**config.mk**
```make
export PLATFORM = sky130hd
export DESIGN_NAME = fp_addsub
export DESIGN_NICKNAME = d
export VERILOG_FILES = /design/src/rtl/fpadd_pkg.sv /design/src/rtl/fpadd_stage_reg.sv /design/src/rtl/fpadd_align.sv /design/src/rtl/fpadd_round.sv /design/src/rtl/fp_addsub.sv
export SDC_FILE = /design/constraint.sdc
export NUM_CORES = 1
export LEC_CHECK = 0
export ABC_CLOCK_PERIOD_IN_PS = 35600
export CAP_MARGIN = 10
export CORE_ASPECT_RATIO = 0.6
export CORE_UTILIZATION = 50
export DETAILED_ROUTE_END_ITERATION = 10
export DONT_BUFFER_PORTS = 1
export PLACE_DENSITY = 0.73
export SLEW_MARGIN = 0
export SYNTH_ARGS = -nofsm -noshare
export SYNTH_HDL_FRONTEND = slang
export SYNTH_SLANG_ARGS = --single-unit
```
**constraint.sdc**
```tcl
create_clock -name clk_i -period 35.6 [get_ports clk_i]
set_clock_uncertainty 0.2 [all_clocks]
set_input_delay 1.78 -clock clk_i [delete_from_list [all_inputs] [get_ports clk_i]]
set_output_delay 1.78 -clock clk_i [all_outputs]
set_load 0.01 [all_outputs]
```
**src/rtl/fpadd_pkg.sv**
```systemverilog
`timescale 1ns/1ps
package fpadd_pkg;
  localparam logic [2:0] RM_RNE  = 3'd0;
  localparam logic [2:0] RM_RTZ  = 3'd1;
  localparam logic [2:0] RM_RTP  = 3'd2;
  localparam logic [2:0] RM_RTN  = 3'd3;
  localparam logic [2:0] RM_RNA  = 3'd4;
  localparam logic [2:0] RM_ODDP = 3'd5;
  localparam logic [2:0] RM_ODDN = 3'd6;

  function automatic logic is_odd_mode(input logic [2:0] rm);
    return (rm == RM_ODDP) || (rm == RM_ODDN);
  endfunction
endpackage

```
**src/rtl/fpadd_stage_reg.sv**
```systemverilog
`timescale 1ns/1ps
module fpadd_stage_reg #(
  parameter int DW = 8
) (
  input  logic          clk_i,
  input  logic          rst_ni,
  input  logic          in_valid_i,
  output logic          in_ready_o,
  input  logic [DW-1:0] in_data_i,
  output logic          out_valid_o,
  input  logic          out_ready_i,
  output logic [DW-1:0] out_data_o
);
  logic          valid_q;
  logic [DW-1:0] data_q;

  assign in_ready_o  = !valid_q || out_ready_i;
  assign out_valid_o = valid_q;
  assign out_data_o  = data_q;

  always_ff @(posedge clk_i or negedge rst_ni) begin
    if (!rst_ni) begin
      valid_q <= 1'b0;
      data_q  <= '0;
    end else if (in_valid_i && in_ready_o) begin
      valid_q <= 1'b1;
      data_q  <= in_data_i;
    end else if (out_ready_i) begin
      valid_q <= 1'b0;
    end
  end

  assert_hold_R11: assert property (@(posedge clk_i) disable iff (!rst_ni)
    valid_q && !out_ready_i |=> valid_q && $stable(data_q));
endmodule

```
**src/rtl/fpadd_align.sv**
```systemverilog
`timescale 1ns/1ps
module fpadd_align
  import fpadd_pkg::*;
#(
  parameter int EXP_W = 5,
  parameter int MAN_W = 10,
  parameter int ID_W  = 4,
  localparam int W     = 1 + EXP_W + MAN_W,
  localparam int SIG_W = MAN_W + 1,
  localparam int EXT_W = SIG_W + 3,
  localparam int SUM_W = EXT_W + 1
) (
  input  logic             clk_i,
  input  logic             rst_ni,
  input  logic             in_valid_i,
  output logic             in_ready_o,
  input  logic [W-1:0]     a_i,
  input  logic [W-1:0]     b_i,
  input  logic             sub_i,
  input  logic [2:0]       rm_i,
  input  logic [ID_W-1:0]  id_i,
  output logic             out_valid_o,
  input  logic             out_ready_i,
  output logic [ID_W-1:0]  id_o,
  output logic [2:0]       rm_o,
  output logic             special_o,
  output logic [W-1:0]     special_val_o,
  output logic             zero_sign_o,
  output logic             sign_o,
  output logic [EXP_W-1:0] exp_o,
  output logic [SUM_W-1:0] sum_o
);
  localparam int PW = ID_W + 3 + 1 + W + 1 + 1 + EXP_W + SUM_W;
  localparam logic [EXP_W-1:0] EMAX = '1;
  localparam logic [W-1:0] QBIT = W'(1) << (MAN_W - 1);
  localparam logic [W-1:0] CNAN = {1'b0, EMAX, 1'b1, {(MAN_W-1){1'b0}}};

  logic sa, sb;
  logic [EXP_W-1:0] ea, eb;
  logic [MAN_W-1:0] fa, fb;
  logic a_nan, b_nan, a_inf, b_inf;

  assign sa = a_i[W-1];
  assign sb = b_i[W-1] ^ sub_i;
  assign ea = a_i[W-2:MAN_W];
  assign eb = b_i[W-2:MAN_W];
  assign fa = a_i[MAN_W-1:0];
  assign fb = b_i[MAN_W-1:0];
  assign a_nan = (ea == EMAX) && (fa != '0);
  assign b_nan = (eb == EMAX) && (fb != '0);
  assign a_inf = (ea == EMAX) && (fa == '0);
  assign b_inf = (eb == EMAX) && (fb == '0);

  // NaN payload priority: a, then b, then canonical
  logic         special;
  logic [W-1:0] special_val;
  always_comb begin
    special     = 1'b1;
    special_val = CNAN;
    if (a_nan)                      special_val = a_i | QBIT;
    else if (b_nan)                 special_val = b_i | QBIT;
    else if (a_inf && b_inf && (sa != sb)) special_val = CNAN;
    else if (a_inf)                 special_val = a_i;
    else if (b_inf)                 special_val = {sb, b_i[W-2:0]};
    else                            special = 1'b0;
  end

  logic             swap, s_big;
  logic [EXP_W-1:0] ea_eff, eb_eff, e_big, e_small, d;
  logic [SIG_W-1:0] sig_a, sig_b, sig_big, sig_small;
  logic [EXT_W-1:0] big_ext, small_ext, al, al_f;
  logic             sticky, eff_sub, zero_sign;
  logic [SUM_W-1:0] sum;

  assign swap    = b_i[W-2:0] > a_i[W-2:0];
  assign ea_eff  = (ea == '0) ? EXP_W'(1) : ea;
  assign eb_eff  = (eb == '0) ? EXP_W'(1) : eb;
  assign sig_a   = {ea != '0, fa};
  assign sig_b   = {eb != '0, fb};
  assign e_big   = swap ? eb_eff : ea_eff;
  assign e_small = swap ? ea_eff : eb_eff;
  assign sig_big   = swap ? sig_b : sig_a;
  assign sig_small = swap ? sig_a : sig_b;
  assign s_big   = swap ? sb : sa;
  assign d       = e_big - e_small;
  assign big_ext   = {sig_big, 3'b000};
  assign small_ext = {sig_small, 3'b000};

  always_comb begin
    if (d >= EXP_W'(EXT_W)) begin
      al     = '0;
      sticky = |sig_small;
    end else begin
      al     = small_ext >> d;
      sticky = |(small_ext & ~({EXT_W{1'b1}} << d));
    end
  end

  assign al_f    = {al[EXT_W-1:1], al[0] | sticky};
  assign eff_sub = sa ^ sb;
  assign sum     = eff_sub ? ({1'b0, big_ext} - {1'b0, al_f})
                           : ({1'b0, big_ext} + {1'b0, al_f});
  // sign of an exact zero result
  assign zero_sign = (sa == sb) ? sa : ((rm_i == RM_RTN) || (rm_i == RM_ODDN));

  logic [PW-1:0] pay_d, pay_q;
  assign pay_d = {id_i, rm_i, special, special_val, zero_sign, s_big, e_big, sum};

  fpadd_stage_reg #(.DW(PW)) i_stage (
    .clk_i      (clk_i),
    .rst_ni     (rst_ni),
    .in_valid_i (in_valid_i),
    .in_ready_o (in_ready_o),
    .in_data_i  (pay_d),
    .out_valid_o(out_valid_o),
    .out_ready_i(out_ready_i),
    .out_data_o (pay_q)
  );

  assign {id_o, rm_o, special_o, special_val_o, zero_sign_o, sign_o, exp_o, sum_o} = pay_q;

  assert_align_order_R2: assert property (@(posedge clk_i) disable iff (!rst_ni)
    in_valid_i && !special && eff_sub |-> ({1'b0, big_ext} >= {1'b0, al_f}));
endmodule

```
**src/rtl/fpadd_round.sv**
```systemverilog
`timescale 1ns/1ps
module fpadd_round
  import fpadd_pkg::*;
#(
  parameter int EXP_W = 5,
  parameter int MAN_W = 10,
  parameter int ID_W  = 4,
  localparam int W     = 1 + EXP_W + MAN_W,
  localparam int SIG_W = MAN_W + 1,
  localparam int EXT_W = SIG_W + 3,
  localparam int SUM_W = EXT_W + 1
) (
  input  logic             clk_i,
  input  logic             rst_ni,
  input  logic             in_valid_i,
  output logic             in_ready_o,
  input  logic [ID_W-1:0]  id_i,
  input  logic [2:0]       rm_i,
  input  logic             special_i,
  input  logic [W-1:0]     special_val_i,
  input  logic             zero_sign_i,
  input  logic             sign_i,
  input  logic [EXP_W-1:0] exp_i,
  input  logic [SUM_W-1:0] sum_i,
  output logic             out_valid_o,
  input  logic             out_ready_i,
  output logic [W-1:0]     result_o,
  output logic [ID_W-1:0]  id_o
);
  localparam int XW = EXP_W + 2;
  localparam int BW = EXP_W + MAN_W + 1;
  localparam logic [EXP_W-1:0] EMAX = '1;
  localparam logic [EXP_W-1:0] EBIG = EMAX - 1'b1;

  function automatic logic [XW-1:0] count_lz(input logic [EXT_W-1:0] v);
    logic [XW-1:0] n;
    logic hit;
    n = '0;
    hit = 1'b0;
    for (int i = EXT_W - 1; i >= 0; i--) begin
      if (!hit && !v[i]) n = n + 1'b1;
      else hit = 1'b1;
    end
    return n;
  endfunction

  logic [XW-1:0]    lz, exp_x, exp_m1, sh, n_exp;
  logic [EXT_W-1:0] n_sig;
  logic [SIG_W-1:0] q;
  logic             g, st, inexact, inc, ovf, to_inf;
  logic [BW-1:0]    base;
  logic [W-1:0]     res;

  assign lz     = count_lz(sum_i[EXT_W-1:0]);
  assign exp_x  = XW'(exp_i);
  assign exp_m1 = exp_x - 1'b1;
  // left shift stops at the subnormal boundary
  assign sh     = (lz < exp_m1) ? lz : exp_m1;

  always_comb begin
    if (sum_i[SUM_W-1]) begin
      n_sig = {sum_i[SUM_W-1:2], sum_i[1] | sum_i[0]};
      n_exp = exp_x + 1'b1;
    end else begin
      n_sig = sum_i[EXT_W-1:0] << sh;
      n_exp = exp_x - sh;
    end
  end

  assign q       = n_sig[EXT_W-1:3];
  assign g       = n_sig[2];
  assign st      = |n_sig[1:0];
  assign inexact = g | st;

  always_comb begin
    case (rm_i)
      RM_RTZ, RM_ODDP, RM_ODDN: begin inc = 1'b0;              to_inf = 1'b0;    end
      RM_RTP:                   begin inc = inexact && !sign_i; to_inf = !sign_i; end
      RM_RTN:                   begin inc = inexact && sign_i;  to_inf = sign_i;  end
      RM_RNA:                   begin inc = g;                  to_inf = 1'b1;    end
      default:                  begin inc = g && (st || q[0]);  to_inf = 1'b1;    end
    endcase
  end

  // hidden bit of q carries into the exponent field
  always_comb begin
    base = (BW'(n_exp - 1'b1) << MAN_W) + BW'(q) + BW'(inc);
    if (is_odd_mode(rm_i)) base[0] = base[0] | inexact;
  end

  assign ovf = base >= (BW'(EMAX) << MAN_W);

  always_comb begin
    if (special_i)             res = special_val_i;
    else if (sum_i == '0)      res = {zero_sign_i, {(W-1){1'b0}}};
    else if (ovf && to_inf)    res = {sign_i, EMAX, {MAN_W{1'b0}}};
    else if (ovf)              res = {sign_i, EBIG, {MAN_W{1'b1}}};
    else                       res = {sign_i, base[W-2:0]};
  end

  fpadd_stage_reg #(.DW(ID_W + W)) i_stage (
    .clk_i      (clk_i),
    .rst_ni     (rst_ni),
    .in_valid_i (in_valid_i),
    .in_ready_o (in_ready_o),
    .in_data_i  ({id_i, res}),
    .out_valid_o(out_valid_o),
    .out_ready_i(out_ready_i),
    .out_data_o ({id_o, result_o})
  );

  assert_odd_lsb_R5: assert property (@(posedge clk_i) disable iff (!rst_ni)
    in_valid_i && !special_i && is_odd_mode(rm_i) && inexact && (sum_i != '0) |-> res[0]);

  assert_nan_quiet_R7: assert property (@(posedge clk_i) disable iff (!rst_ni)
    in_valid_i && (res[W-2:MAN_W] == EMAX) && (res[MAN_W-1:0] != '0) |-> res[MAN_W-1]);
endmodule

```
**src/rtl/fp_addsub.sv**
```systemverilog
`timescale 1ns/1ps
module fp_addsub #(
  parameter int EXP_W = 5,
  parameter int MAN_W = 10,
  parameter int ID_W  = 4,
  localparam int W     = 1 + EXP_W + MAN_W,
  localparam int SUM_W = MAN_W + 5
) (
  input  logic            clk_i,
  input  logic            rst_ni,
  input  logic            in_valid_i,
  output logic            in_ready_o,
  input  logic [W-1:0]    a_i,
  input  logic [W-1:0]    b_i,
  input  logic            sub_i,
  input  logic [2:0]      rm_i,
  input  logic [ID_W-1:0] id_i,
  output logic            out_valid_o,
  input  logic            out_ready_i,
  output logic [W-1:0]    result_o,
  output logic [ID_W-1:0] id_o
);
  logic             s1_valid, s1_ready, s1_special, s1_zero_sign, s1_sign;
  logic [ID_W-1:0]  s1_id;
  logic [2:0]       s1_rm;
  logic [W-1:0]     s1_special_val;
  logic [EXP_W-1:0] s1_exp;
  logic [SUM_W-1:0] s1_sum;

  fpadd_align #(.EXP_W(EXP_W), .MAN_W(MAN_W), .ID_W(ID_W)) i_align (
    .clk_i        (clk_i),
    .rst_ni       (rst_ni),
    .in_valid_i   (in_valid_i),
    .in_ready_o   (in_ready_o),
    .a_i          (a_i),
    .b_i          (b_i),
    .sub_i        (sub_i),
    .rm_i         (rm_i),
    .id_i         (id_i),
    .out_valid_o  (s1_valid),
    .out_ready_i  (s1_ready),
    .id_o         (s1_id),
    .rm_o         (s1_rm),
    .special_o    (s1_special),
    .special_val_o(s1_special_val),
    .zero_sign_o  (s1_zero_sign),
    .sign_o       (s1_sign),
    .exp_o        (s1_exp),
    .sum_o        (s1_sum)
  );

  fpadd_round #(.EXP_W(EXP_W), .MAN_W(MAN_W), .ID_W(ID_W)) i_round (
    .clk_i        (clk_i),
    .rst_ni       (rst_ni),
    .in_valid_i   (s1_valid),
    .in_ready_o   (s1_ready),
    .id_i         (s1_id),
    .rm_i         (s1_rm),
    .special_i    (s1_special),
    .special_val_i(s1_special_val),
    .zero_sign_i  (s1_zero_sign),
    .sign_i       (s1_sign),
    .exp_i        (s1_exp),
    .sum_i        (s1_sum),
    .out_valid_o  (out_valid_o),
    .out_ready_i  (out_ready_i),
    .result_o     (result_o),
    .id_o         (id_o)
  );

  // in-flight count, used only by the checks below
  logic [1:0] inflight_q;
  logic       in_fire, out_fire;
  assign in_fire  = in_valid_i && in_ready_o;
  assign out_fire = out_valid_o && out_ready_i;

  always_ff @(posedge clk_i or negedge rst_ni) begin
    if (!rst_ni)                   inflight_q <= '0;
    else if (in_fire && !out_fire) inflight_q <= inflight_q + 1'b1;
    else if (out_fire && !in_fire) inflight_q <= inflight_q - 1'b1;
  end

  assert_one_out_per_in_R11: assert property (@(posedge clk_i) disable iff (!rst_ni)
    out_fire |-> inflight_q != 2'd0);

  assert_stall_R12: assert property (@(posedge clk_i) disable iff (!rst_ni)
    (inflight_q == 2'd2) && !out_ready_i |-> !in_ready_o);
endmodule

```
# Yosys cells after proc, flatten, opt, wreduce, memory -nomap -nowiden
# Index checks and enable logic that the tools add are counted.
totals:
  reg_bits: 68
  in_bits: 44
  output_inout_bits: 22
classes:
  addsub: 22
  magnitude_cmp: 4
  n_eq_ne: 12
  shifts: 3
  mux: 62
  bitwise_logic: 8
  reduce_logical: 74
op_table:
  columns: ["operator", "count"]
  rows:
  - ["16-bit two-way mux", 7]
  - ["7-bit two-way mux", 14]
  - ["7-bit by 1-bit adder with 7-bit output, second input constant", 13]
  - ["15-bit two-way mux", 3]
  - ["1-bit logical NOT", 29]
  - ["14-bit two-way mux", 2]
  - ["1-bit two-way mux", 27]
  - ["1-bit logical AND", 25]
  - ["11-bit two-way mux", 2]
  - ["10-bit logical NOT", 2]
  - ["5-bit two-way mux", 4]
  - ["10-bit nonzero test", 2]
  - ["16-bit by 1-bit adder with 16-bit output", 1]
  - ["16-bit by 11-bit adder with 16-bit output", 1]
  - ["16-bit by 15-bit greater-or-equal comparator with 1-bit output, second input constant", 1]
  - ["14-bit by 14-bit adder with 15-bit output", 1]
  - ["15-bit > comparator", 1]
  - ["15-bit logical NOT", 1]
  - ["14-bit by 14-bit subtractor with 15-bit output", 1]
  - ["14-bit bitwise AND", 1]
  - ["14-bit NOT", 1]
  - ["14-bit OR reduction", 1]
  - ["14-bit by 5-bit << shifter with 14-bit output, first input constant", 1]
  - ["14-bit by 7-bit << shifter with 14-bit output", 1]
  - ["other kinds (26)", 43]

# Logic depth before layout (Yosys ltp)
logic_depth:
  ltp_word: 55
  depth_mapped: 66
  ltp_nobuf: 62

# By module
# Synthesis repeated with hierarchy kept, for this count alone.
unflattened:
  hier_cells: 1379
  area_unflattened_um2: 11128.2
modules_own_cells:
  columns: ["mod", "n_inst", "cells_each", "area_each_um2", "seq_area_each_um2"]
  rows:
  - ["fpadd_round", 1, 679, 4643.2, 0.0]
  - ["fpadd_align", 1, 554, 3666.0, 0.0]
  - ["fpadd_stage_reg (i_align.i_stage)", 1, 100, 1920.6, 1176.1]
  - ["fpadd_stage_reg (i_round.i_stage)", 1, 46, 898.4, 525.5]

# Worst setup path after synthesis
# OpenSTA, ideal clock, no wires.
synth_timing:
  path_kind: "register -> register"
  start: "reg i_align.i_stage.data_q[11] (netlist: i_align.i_stage.out_data_o[11])"
  end: "reg i_round.i_stage.data_q[9] (netlist: i_round.i_stage.out_data_o[9])"
  setup_ns: 0.133
  arrival_ns: 11.715
  setup_slack_ns: 23.552
  path_stages_with_launch: 63
  period_less_slack_ns: 12.048
  path_cell_list: "dfrtp_1 -> clkbuf_1 -> a21oi_1 -> ha_1 -> o31a_1 -> ha_1 -> a211oi_1 -> nor3_1 -> ha_1 -> a21o_1 -> ha_1 -> o21ai_0 -> nand2_1 -> ha_1 -> a21o_1 -> ha_1 -> nor2_1 -> a21oi_1 -> [... 27 more ...] -> mux2i_2 -> o21a_1 -> a21oi_1 -> a31oi_1 -> or2_2 -> nand3_1 -> o21ai_0 -> a221oi_1 -> nor2_1 -> ha_1 -> nand4_1 -> a211oi_2 -> o2111ai_2 -> a21boi_1 -> xor2_1 -> a41oi_2 -> and3_1 -> nand4b_1"
synth_between:
  elab_chain_cells: 52
synth_rtl:
  columns: ["item", "line", "rtl"]
  rows:
  - ["from (decl)", "fpadd_stage_reg.sv:15", "logic [DW-1:0] data_q;"]
  - ["from (signal assigned)", "fpadd_stage_reg.sv:27", "data_q <= in_data_i;"]
  - ["parallel branches: the longest is 50 deep, another holds 7-bit by 1-bit adder with 7-bit output", null, null]
  - ["16-bit two-way mux (*)", "fpadd_round.sv:95", "else if (sum_i == '0) res = {zero_sign_i, {(W-1){1'b0}}};"]
  - ["16-bit two-way mux (*)", "fpadd_round.sv:94", "if (special_i) res = special_val_i;"]
  - ["to (signal assigned)", "fpadd_stage_reg.sv:27", null]
  - ["to (decl)", "fpadd_stage_reg.sv:15", null]
# Every way passes the cells marked *.
# A chain may end at the register's enable or synchronous reset.

# Worst setup path after layout
layout_timing:
  start: "reg i_align.i_stage.data_q[12] (netlist: i_align.i_stage.out_data_o[12])"
  end: "reg i_round.i_stage.data_q[6] (netlist: i_round.i_stage.out_data_o[6])"
layout_between:
  elab_chain_cells: 55
layout_rtl:
  columns: ["item", "line"]
  rows:
  - ["parallel branches: the longest is 53 deep, another holds 7-bit by 1-bit adder with 7-bit output", null]
  - ["16-bit two-way mux (*)", "fpadd_round.sv:95"]
  - ["16-bit two-way mux (*)", "fpadd_round.sv:94"]
# Marks and branches as above.

==> flow_summary.json <==
{
  "rsz0062_at_grt": "false",
  "finalSetupViolations": 0,
  "yosysSeqAreaShare": 0.184,
  "grt_max_degree": 71,
  "crit_family": "compound AO/OA/AOI/OAI gates",
  "hold_viol_final": 0,
  "postCtsResizedCells": 0,
  "num_vias": 9244,
  "die_w_um": 177,
  "syn_nets": 1334,
  "wl_mm": 27.5,
  "antenna_found_initial": 0,
  "antenna_cells": 0,
  "power.density_nw_per_um2": 89.5,
  "p_clk_frac": 0.115,
  "clock-sinks": 68,
  "met1_usage": 0.475,
  "crit_fanout": 19,
  "ant_nets": 0,
  "cts.clk_slew.worst_paths_ps": 60,
  "tns_ps": 0,
  "power_frac_seq": 0.171,
  "yosysTopAreaCell": "dfrtp_1",
  "place_area_um2": 9370,
  "grt.overflow.total": 0,
  "cp-start-kind": "flip-flop",
  "p_leak_uw": 0.00412,
  "post_cts_buffers": 0,
  "crit_top_cell": "ha_1",
  "period_needed_ps": 14430,
  "gp_congestion": 1.02,
  "worstPathArrival_ps": 14480,
  "ys_top_cells_by_area": "dfrtp_1 18%, ha_1 9.5%, nand2_1 5.4%",
  "rows": 38,
  "drv_cap": 0,
  "async_flop_share": 1.00,
  "use_met3": 0.0604,
  "layout.nets": 1290,
  "cts_buffer_depth": 2,
  "cp.required_ps": 35650,
  "initial_core_util": 0.511,
  "grt_util_met2": 0.376,
  "worst-path-buf-inv": 4,
  "swShare": 0.535,
  "cts_inserted_buffers": 9,
  "io_buffer_count": 0,
  "cp_slowest_cell": "nor2_1",
  "die_h_um": 107,
  "critPathCaptureType": "flip-flop",
  "cell_internal_pwr_uw": 403,
  "hold_path_class": "reg2reg",
  "yosys_warnings": 0,
  "drtIter0Drc": 1431,
  "synth_seq_cells": 68,
  "grt_pass1_wl_mm": 43.6,
  "die-area_um2": 19000,
  "num_io_pins": 66,
  "switchingPower_uw": 465,
  "area_growth_pct": 5.04,
  "yosysMostFrequentCell": "nand2_1",
  "netlist_area_um2": 9230,
  "pre_cts_slack_ps": 21530,
  "yosysTopAreaCellShare": 0.184,
  "clock_latency_ps": 340,
  "worst-setup-path-type": "reg2reg",
  "timing.final.max_slew_violations": 0,
  "cts.htree.levels": 3,
  "max_slew_margin": 0.221,
  "syn_inst": 1217,
  "viasPerCell": 6.52,
  "cp_slowest_stage_delay_ps": 630,
  "worst_slack_ps": 21170,
  "synth_ff_type": "dfrtp_1",
  "firstDrtPassIters": 5,
  "avgSynthCellArea_um2": 7.59,
  "placeableCoreArea_um2": 18100,
  "drc": 0,
  "status": "finished clean",
  "synth_enable_flop_cells": 0,
  "max_slew.worst_pin.slew_ps": 1170,
  "finalCritPeriodShare": 0.405,
  "combPwrFrac": 0.715,
  "root_buffer": "clkbuf_16",
  "drive_above_1_share": 0.0917,
  "cts_tree": "built",
  "timing.fmax_ghz": 0.0693,
  "design_area_um2": 9700,
  "grt.busiest_layer": "met1",
  "ys_top_cells_by_count": "133 x nand2_1, 112 x nor2_1, 99 x a21oi_1",
  "wl_per_cell_um": 19.4,
  "synth.distinct_cells": 94,
  "grt_pass1_vias": 8067,
  "postCtsHoldBufs": 0,
  "grtUsageTotal": 0.290,
  "place_hpwl_mm": 21.8,
  "ir_worst_vdd_v": 0.0000524
}
## placed cells by master, fill, tap and decap left out, drive strengths merged, types with 18 or more instances in the layout
cell and count:
ha 70, a211oi 18, nor2 112, inv 72, xor2 29, a21oi 100, xnor2 40, nand2 134
nand3 33, o211ai 23, o21ai 86, a21o 19, dfrtp 68, mux2i 42, mux2 37, nor3 37
## cell type report
cell class                 instances  area, um^2
fill                            1716        8370
multi-input combinational       1017        7040
sequential                        68        1700
tap                              240         300
inverter                          68         255
clock buffer                       9         225
clock inverter                     7         105
timing repair buffer               9        67.6
## per-layer routing
layer	up-vias	wire length (um)
met1	4396	13600
li1	4341	-
met5	-	0
met3	25	3110
met4	0	195
met2	482	10600
## power by group through the flow
stage | Clock, uW | Sequential, uW | Combinational, uW
floorplan | 0 | 115 | 497
global placement | 0 | 147 | 597
detailed placement | 0 | 148 | 600
CTS | 100 | 146 | 605
global route | 105 | 151 | 684
finish | 99.4 | 148 | 620
## final timing paths
kind	to	start	slack [ps]	cells past startpoint
max reg2reg	i_round.i_stage.out_data_o[6]	i_align.i_stage.out_data_o[12]	21170	58
min reg2reg	i_align.i_stage.out_data_o[36]	i_align.i_stage.out_data_o[36]	270	1
min	i_align.i_stage.out_data_o[36]	i_align.i_stage.out_data_o[36]	270	1
min in group asynchronous	i_round.i_stage.out_data_o[6]	rst_ni	930	0
max	i_round.i_stage.out_data_o[6]	i_align.i_stage.out_data_o[12]	21170	58
max in group asynchronous	i_align.i_stage.out_data_o[10]	rst_ni	34130	0
## kinds of logic after synthesis
family / after synthesis / synth area share
simple gates: 435 / 0.226
compound gates: 353 / 0.256
buf+inv: 132 / 0.0543
mux: 85 / 0.106
fa+ha+maj: 73 / 0.101
xor+xnor: 70 / 0.0717
flops: 68 / 0.184
other cells: 1 / 0.000406
## registers in the layout (all words and copies together) (netlist names)
signal,flops
i_align.i_stage.out_data_o,46
i_align.i_stage.out_valid_o,1
i_round.i_stage.out_data_o,20
i_round.i_stage.out_valid_o,1
## through the flow
| stage | total power (uW) | cells | util | hold WS (ps) |
|---|---|---|---|---|
| floorplan | 612 | 1217 | - | 235 |
| global placement | 744 | 1402 | 0.519 | 252 |
| detailed placement | 748 | 1402 | 0.519 | 253 |
| CTS | 851 | 1418 | 0.537 | 270 |
| global route | 940 | 1418 | 0.537 | 297 |
| finish | 868 | 1418 | 0.537 | 266 |
No activity file was read; power rests on OpenSTA's default activity.
